===== src/rtl/smbmon_pkg.sv =====
package smbmon_pkg;
  localparam int unsigned NUM_LINES = 2;
  localparam int unsigned IDX_CLK   = 0;
  localparam int unsigned IDX_DAT   = 1;

  // bits needed to hold the values 0..lim
  function automatic int unsigned span_width(input int unsigned lim);
    return $clog2(lim + 1);
  endfunction
endpackage


===== src/rtl/line_conditioner.sv =====
module line_conditioner #(
  parameter int unsigned FILT_LEN  = 3,
  parameter bit          RST_LEVEL = 1'b1
) (
  input  logic clk,
  input  logic rst,
  input  logic pin_i,
  output logic level_o
);
  logic [1:0]          sync_q;
  logic [FILT_LEN-1:0] hist_q;
  logic                level_q;

  always_ff @(posedge clk) begin
    if (rst) begin
      sync_q  <= {2{RST_LEVEL}};
      hist_q  <= {FILT_LEN{RST_LEVEL}};
      level_q <= RST_LEVEL;
    end else begin
      sync_q <= {sync_q[0], pin_i};
      hist_q <= {hist_q[FILT_LEN-2:0], sync_q[1]};
      if (&hist_q)
        level_q <= 1'b1;
      else if (~|hist_q)
        level_q <= 1'b0;
    end
  end

  assign level_o = level_q;

  // after an accepted change the level stays put for at least one more edge
  p_filter_hold_r1: assert property (@(posedge clk) disable iff (rst)
    !$stable(level_q) |=> $stable(level_q))
    else $error("filtered level toggled on consecutive edges");
endmodule


===== src/rtl/span_timer.sv =====
module span_timer import smbmon_pkg::*; #(
  parameter int unsigned LIMIT = 30,
  parameter bit          PULSE = 1'b0
) (
  input  logic clk,
  input  logic rst,
  input  logic tick_i,
  input  logic active_i,
  output logic flag_o
);
  localparam int unsigned W      = span_width(LIMIT);
  localparam logic [W-1:0] LIM_W  = W'(LIMIT);
  localparam logic [W-1:0] LIM_M1 = W'(LIMIT - 1);

  logic [W-1:0] cnt_q;
  logic         at_lim;

  assign at_lim = (cnt_q == LIM_W);

  always_ff @(posedge clk) begin
    if (rst)
      cnt_q <= '0;
    else if (!active_i)
      cnt_q <= '0;
    else if (tick_i && !at_lim)
      cnt_q <= cnt_q + 1'b1;
  end

  generate
    if (PULSE) begin : g_pulse
      logic hit_q;
      always_ff @(posedge clk) begin
        if (rst)
          hit_q <= 1'b0;
        else
          hit_q <= active_i && tick_i && (cnt_q == LIM_M1);
      end
      assign flag_o = hit_q;

      // a threshold crossing yields a single-cycle event
      p_hit_single_r8: assert property (@(posedge clk) disable iff (rst)
        hit_q |=> !hit_q)
        else $error("timer event longer than one cycle");
    end else begin : g_level
      assign flag_o = at_lim;
    end
  endgenerate

  // the count never passes its limit
  p_no_overflow_r8: assert property (@(posedge clk) disable iff (rst)
    cnt_q <= LIM_W)
    else $error("timer count beyond limit");
endmodule


===== src/rtl/smbus_line_monitor.sv =====
module smbus_line_monitor import smbmon_pkg::*; #(
  parameter int unsigned ABORT_MS = 30,
  parameter int unsigned IDLE_MS  = 50,
  parameter int unsigned OFF_MS   = 2000,
  parameter int unsigned CAL_MS   = 5000,
  parameter int unsigned READY_MS = 1,
  parameter int unsigned FILT_LEN = 3
) (
  input  logic clk,
  input  logic rst,
  input  logic ms_tick,
  input  logic smbc_pin,
  input  logic smbd_pin,
  output logic abort_o,
  output logic bus_off_o,
  output logic bus_ready_o,
  output logic cal_req_o
);
  logic [NUM_LINES-1:0] pins;
  logic [NUM_LINES-1:0] lvl;
  logic clk_low, both_high, both_low;
  logic low_evt, idle_evt, cal_evt, off_flag, ready_flag;
  logic abort_q, bus_off_q, bus_ready_q, cal_q;

  assign pins[IDX_CLK] = smbc_pin;
  assign pins[IDX_DAT] = smbd_pin;

  for (genvar g = 0; g < NUM_LINES; g++) begin : g_line
    line_conditioner #(
      .FILT_LEN (FILT_LEN),
      .RST_LEVEL(1'b1)
    ) u_cond (
      .clk    (clk),
      .rst    (rst),
      .pin_i  (pins[g]),
      .level_o(lvl[g])
    );
  end

  assign clk_low   = ~lvl[IDX_CLK];
  assign both_high = &lvl;
  assign both_low  = ~|lvl;

  span_timer #(.LIMIT(ABORT_MS), .PULSE(1'b1)) u_clk_low (
    .clk(clk), .rst(rst), .tick_i(ms_tick), .active_i(clk_low), .flag_o(low_evt));

  span_timer #(.LIMIT(IDLE_MS), .PULSE(1'b1)) u_idle (
    .clk(clk), .rst(rst), .tick_i(ms_tick), .active_i(both_high), .flag_o(idle_evt));

  span_timer #(.LIMIT(OFF_MS), .PULSE(1'b0)) u_off (
    .clk(clk), .rst(rst), .tick_i(ms_tick), .active_i(both_low), .flag_o(off_flag));

  span_timer #(.LIMIT(CAL_MS), .PULSE(1'b1)) u_cal (
    .clk(clk), .rst(rst), .tick_i(ms_tick), .active_i(both_low), .flag_o(cal_evt));

  span_timer #(.LIMIT(READY_MS), .PULSE(1'b0)) u_ready (
    .clk(clk), .rst(rst), .tick_i(ms_tick), .active_i(~off_flag), .flag_o(ready_flag));

  always_ff @(posedge clk) begin
    if (rst) begin
      abort_q     <= 1'b0;
      bus_off_q   <= 1'b0;
      bus_ready_q <= 1'b0;
      cal_q       <= 1'b0;
    end else begin
      abort_q     <= low_evt | idle_evt;
      bus_off_q   <= off_flag;
      bus_ready_q <= ready_flag & ~off_flag;
      cal_q       <= cal_evt;
    end
  end

  assign abort_o     = abort_q;
  assign bus_off_o   = bus_off_q;
  assign bus_ready_o = bus_ready_q;
  assign cal_req_o   = cal_q;

  // off and ready are mutually exclusive
  p_off_ready_excl_r6: assert property (@(posedge clk) disable iff (rst)
    !(bus_off_o && bus_ready_o))
    else $error("bus off and ready both high");

  // abort is a single-cycle pulse
  p_abort_single_r2: assert property (@(posedge clk) disable iff (rst)
    abort_o |=> !abort_o)
    else $error("abort longer than one cycle");

  // calibration request is a single-cycle pulse
  p_cal_single_r7: assert property (@(posedge clk) disable iff (rst)
    cal_req_o |=> !cal_req_o)
    else $error("calibration request longer than one cycle");

  // entering bus-off follows a tick taken with both lines low
  p_off_entry_r4: assert property (@(posedge clk) disable iff (rst)
    $rose(bus_off_o) |-> ($past(both_low, 2) && $past(ms_tick, 2)))
    else $error("bus off entered without a low-line tick");

  // leaving bus-off follows a line going high
  p_off_exit_r5: assert property (@(posedge clk) disable iff (rst)
    $fell(bus_off_o) |-> !$past(both_low, 2))
    else $error("bus off left while both lines low");

  // ready returns only on a counted tick
  p_ready_tick_r6: assert property (@(posedge clk) disable iff (rst)
    $rose(bus_ready_o) |-> $past(ms_tick, 2))
    else $error("ready rose without a tick");
endmodule


===== config.mk =====
export PLATFORM = sky130hd
export DESIGN_NAME = smbus_line_monitor
export DESIGN_NICKNAME = d
export VERILOG_FILES = /design/src/rtl/smbmon_pkg.sv /design/src/rtl/line_conditioner.sv /design/src/rtl/span_timer.sv /design/src/rtl/smbus_line_monitor.sv
export SDC_FILE = /design/constraint.sdc
export NUM_CORES = 1
export LEC_CHECK = 0
export BUFFER_PORTS_ARGS = -buffer_cell sky130_fd_sc_hd__buf_2
export CAP_MARGIN = 5
export CORE_UTILIZATION = 40
export DETAILED_ROUTE_END_ITERATION = 6
export GPL_TIMING_DRIVEN = 1
export SYNTH_ARGS = -nofsm -noshare
export SYNTH_HDL_FRONTEND = slang
export SYNTH_SLANG_ARGS = --single-unit

===== constraint.sdc =====
create_clock -name clk -period 1.6 [get_ports clk]
set_clock_uncertainty 0.1 [all_clocks]
set_input_delay 0.24 -clock clk [delete_from_list [all_inputs] [get_ports clk]]
set_output_delay 0.24 -clock clk [all_outputs]
set_load 0.005 [all_outputs]

==> results.sh <==
export IMPL_rsz0062_at_grt="yes"
export IMPL_drc=0
export IMPL_post_route_util_pct=48.1
export IMPL_path_max_fanout=5
export IMPL_dp_cells=334
export IMPL_synth_edf_count=0
export IMPL_gr_total_overflow=0
export IMPL_n_antenna_cell=0
export IMPL_io_pins=9
export IMPL_start_kind="register"
export IMPL_cts_root_buf="clkbuf_8"
export IMPL_synthCells=251
export IMPL_grt_usage_pct=14.1
export IMPL_clk_latency_ns=0.31
export IMPL_synth_top_area_share_pct=46.7
export IMPL_postRouteWirelength_microns=4100
export IMPL_synth_nets=266
export IMPL_fin_ws_ns=0.0979
export IMPL_regArea_sq_um=1110
export IMPL_finalCritPeriodShare_pct=93.9
export IMPL_multi_input_area_sq_um=1190
export IMPL_synth_area_top_cells="dfxtp_1 (47%), ha_1 (5.3%), nor2_1 (4.9%)"
export IMPL_syn_to_final_growth_pct=14.4
export IMPL_cp_endpoint="u_cal.cnt_q[1]"
export IMPL_crit_type="register to register"
export IMPL_final_cell_mix="dfxtp_1 (50), nor2_1 (31), nand2_1 (16), a21oi_1 (12), buf_4 (12)"
export IMPL_fp_row_count=27
export IMPL_drive_above_1_share_pct=21.7
export IMPL_min_period_ns=1.50
export IMPL_grt_antenna_before_repair=0
export IMPL_start_util_pct=42.0
export IMPL_cts_tree="built"
export IMPL_post_drt_wl_per_cell_microns=11.9
export IMPL_cp_data_arrival_time_ns=1.60
export IMPL_powerDensity_nw_per_um2=884
export IMPL_synth_flop_cell="dfxtp_1"
export IMPL_tightestPinTransition_ns=0.320
export IMPL_clk_pin_slew_worst_paths_ns=0.10
export IMPL_irDropWorstVdd_mv=0.454
export IMPL_ys_seq_area_share_pct=46.7
export IMPL_synthArstFlopShare_pct=0
export IMPL_cp_startpoint="u_cal.cnt_q[0]"
export IMPL_hold_path_class="input pin to register"
export IMPL_avgSynthCellArea_sq_um=9.39
export IMPL_vias=1743
export IMPL_drtAntennaViolNets=0
export IMPL_outcome="completed"
export IMPL_final_common_cell="dfxtp_1"
export IMPL_synth_seq_cells=55
export IMPL_end_kind="register"
export IMPL_synth_cell_type_count=38
export IMPL_core_area_sq_um=5610
export IMPL_finalPower_mw=2.38
export IMPL_routabilityCongestion=0.838
export IMPL_fin_cells=344
export IMPL_cts_buffers=5
export IMPL_nNetsFinal=286
export IMPL_maxCapViolCount=0
export IMPL_r2r_start="u_cal.cnt_q[0]"
export IMPL_place_ws_ns=0.0718
export IMPL_setup_viol=0
export IMPL_yosysTopAreaCell="dfxtp_1"
export IMPL_worstRegToRegCells=6
export IMPL_hpwl_microns=2850
export IMPL_num_fill_cells=550
export IMPL_hold_violations=0
export IMPL_slew_headroom_pct=78.6
export IMPL_slew_violations=0
export IMPL_syn_area_sq_um=2360
export IMPL_grt_max_degree=18
export IMPL_fp_dieH_microns=78.7
export IMPL_required_ns=1.70
export IMPL_dieArea_sq_um=6200
export IMPL_leakage_nw=0.940
export IMPL_cts_sinks=55
export IMPL_fmax_mhz=666
export IMPL_r2r_end="u_cal.cnt_q[1]"
export IMPL_ff2ff_setup_slack_ns=0.1
export IMPL_cts_buffer_depth=2
export IMPL_drt_iter0_drc=84
export IMPL_io_buffers=8
export IMPL_grt_pass1_vias=1567
export IMPL_via_per_inst=5.07
export IMPL_dr_pass1_iters=4
export IMPL_yosysWarningCount=0
export IMPL_whs_ns=0.0113
export IMPL_cts_max_level=2
export IMPL_grt_pass1_wl_microns=6940
export IMPL_die_w_microns=78.7
sequential cells by signal (all words and copies together), names as in the netlist, 2 cells and up:
signal / cells
g_line.u_cond.level_o: 2
u_off.cnt_q: 11
u_clk_low.cnt_q: 5
g_line.u_cond.sync_q: 4
u_idle.cnt_q: 6
g_line.u_cond.hist_q: 6
u_cal.cnt_q: 13
critical path: stages (launching register included):
cell      delay (ns)
dfxtp_4         0.38
inv_4           0.03
ha_1            0.17
and3b_1         0.17
nand4b_1        0.22
a211oi_2        0.11
a41o_1          0.21
stage by stage:
step	setup TNS [ns]	area [sq um]
after floorplan	0	2360
after global placement	0	2530
after detailed placement	0	2530
after CTS	0	2650
after global routing	-0.0224	2700
final	0	2700
worst min-delay path by stage:
stage | from | endpoint | slack (ns) | cells past startpoint
6_report | smbc_pin | g_line[0].u_cond.sync_q[0] | 0.01 | 2
5_1_grt | smbc_pin | g_line[0].u_cond.sync_q[0] | 0.006 | 2
4_1_cts | smbc_pin | g_line[0].u_cond.sync_q[0] | 0.002 | 2
3_5_place_dp | g_line[1].u_cond.sync_q[1] | g_line[1].u_cond.hist_q[0] | 0.30 | 1
3_3_place_gp | g_line[1].u_cond.sync_q[0] | g_line[1].u_cond.sync_q[1] | 0.29 | 1
2_1_floorplan | rst | bus_off_o | 0.21 | 1
where the power goes:
part	internal (mW)	switching, mW
Clock	0.466	0.448
Combinational	0.0390	0.0386
Sequential	1.38	0.00989
cells by family after synthesis:
| group | Yosys count | synth area share, % |
|---|---|---|
| AND/OR/NAND/NOR | 112 | 27.1 |
| flip-flops | 55 | 46.7 |
| AO/OA/AOI/OAI | 32 | 9.40 |
| buffers and inverters | 21 | 3.56 |
| XOR/XNOR | 20 | 7.44 |
| adder cells (fa/ha/maj) | 10 | 5.31 |
| multiplexers | 1 | 0.478 |
Yosys cell counts, drive strengths merged (3+ instances only):
| master | instances |
|---|---|
| inv | 13 |
| ha | 10 |
| o21a | 3 |
| xor2 | 9 |
| buf | 4 |
| nand4 | 12 |
| nand2 | 16 |
| nor2 | 31 |
| nor4 | 5 |
| o21ai | 7 |
| dfxtp | 55 |
| or3 | 8 |
| and3 | 3 |
| xnor2 | 11 |
| a211oi | 3 |
| nand3 | 8 |
| a21oi | 12 |
| nor3 | 6 |
| or2 | 11 |
| clkbuf | 4 |
final cells by class:
cell class	instances	share of cell area [%]
Clock buffer	5	2.55
Clock inverter	3	1.62
Inverter	13	1.90
Multi-Input combinational cell	175	44.2
Sequential cell	55	41.2
Tap cell	72	3.34
Timing Repair Buffer	21	5.20
layer usage:
metal	GRT usage, %	share of wire, %
met1	18.2	50
met2	22.3	45
met3	2.76	2.7
met4	6.67	2.1
met5	0	0
what timing repair did:
item	in CTS	in global routing
hold buffers	0	1
buffers inserted	0	1
gates resized for setup	0	13
hold endpoints to repair	0	1
setup endpoints to repair	0	7
No activity file was read; power rests on OpenSTA's default activity.
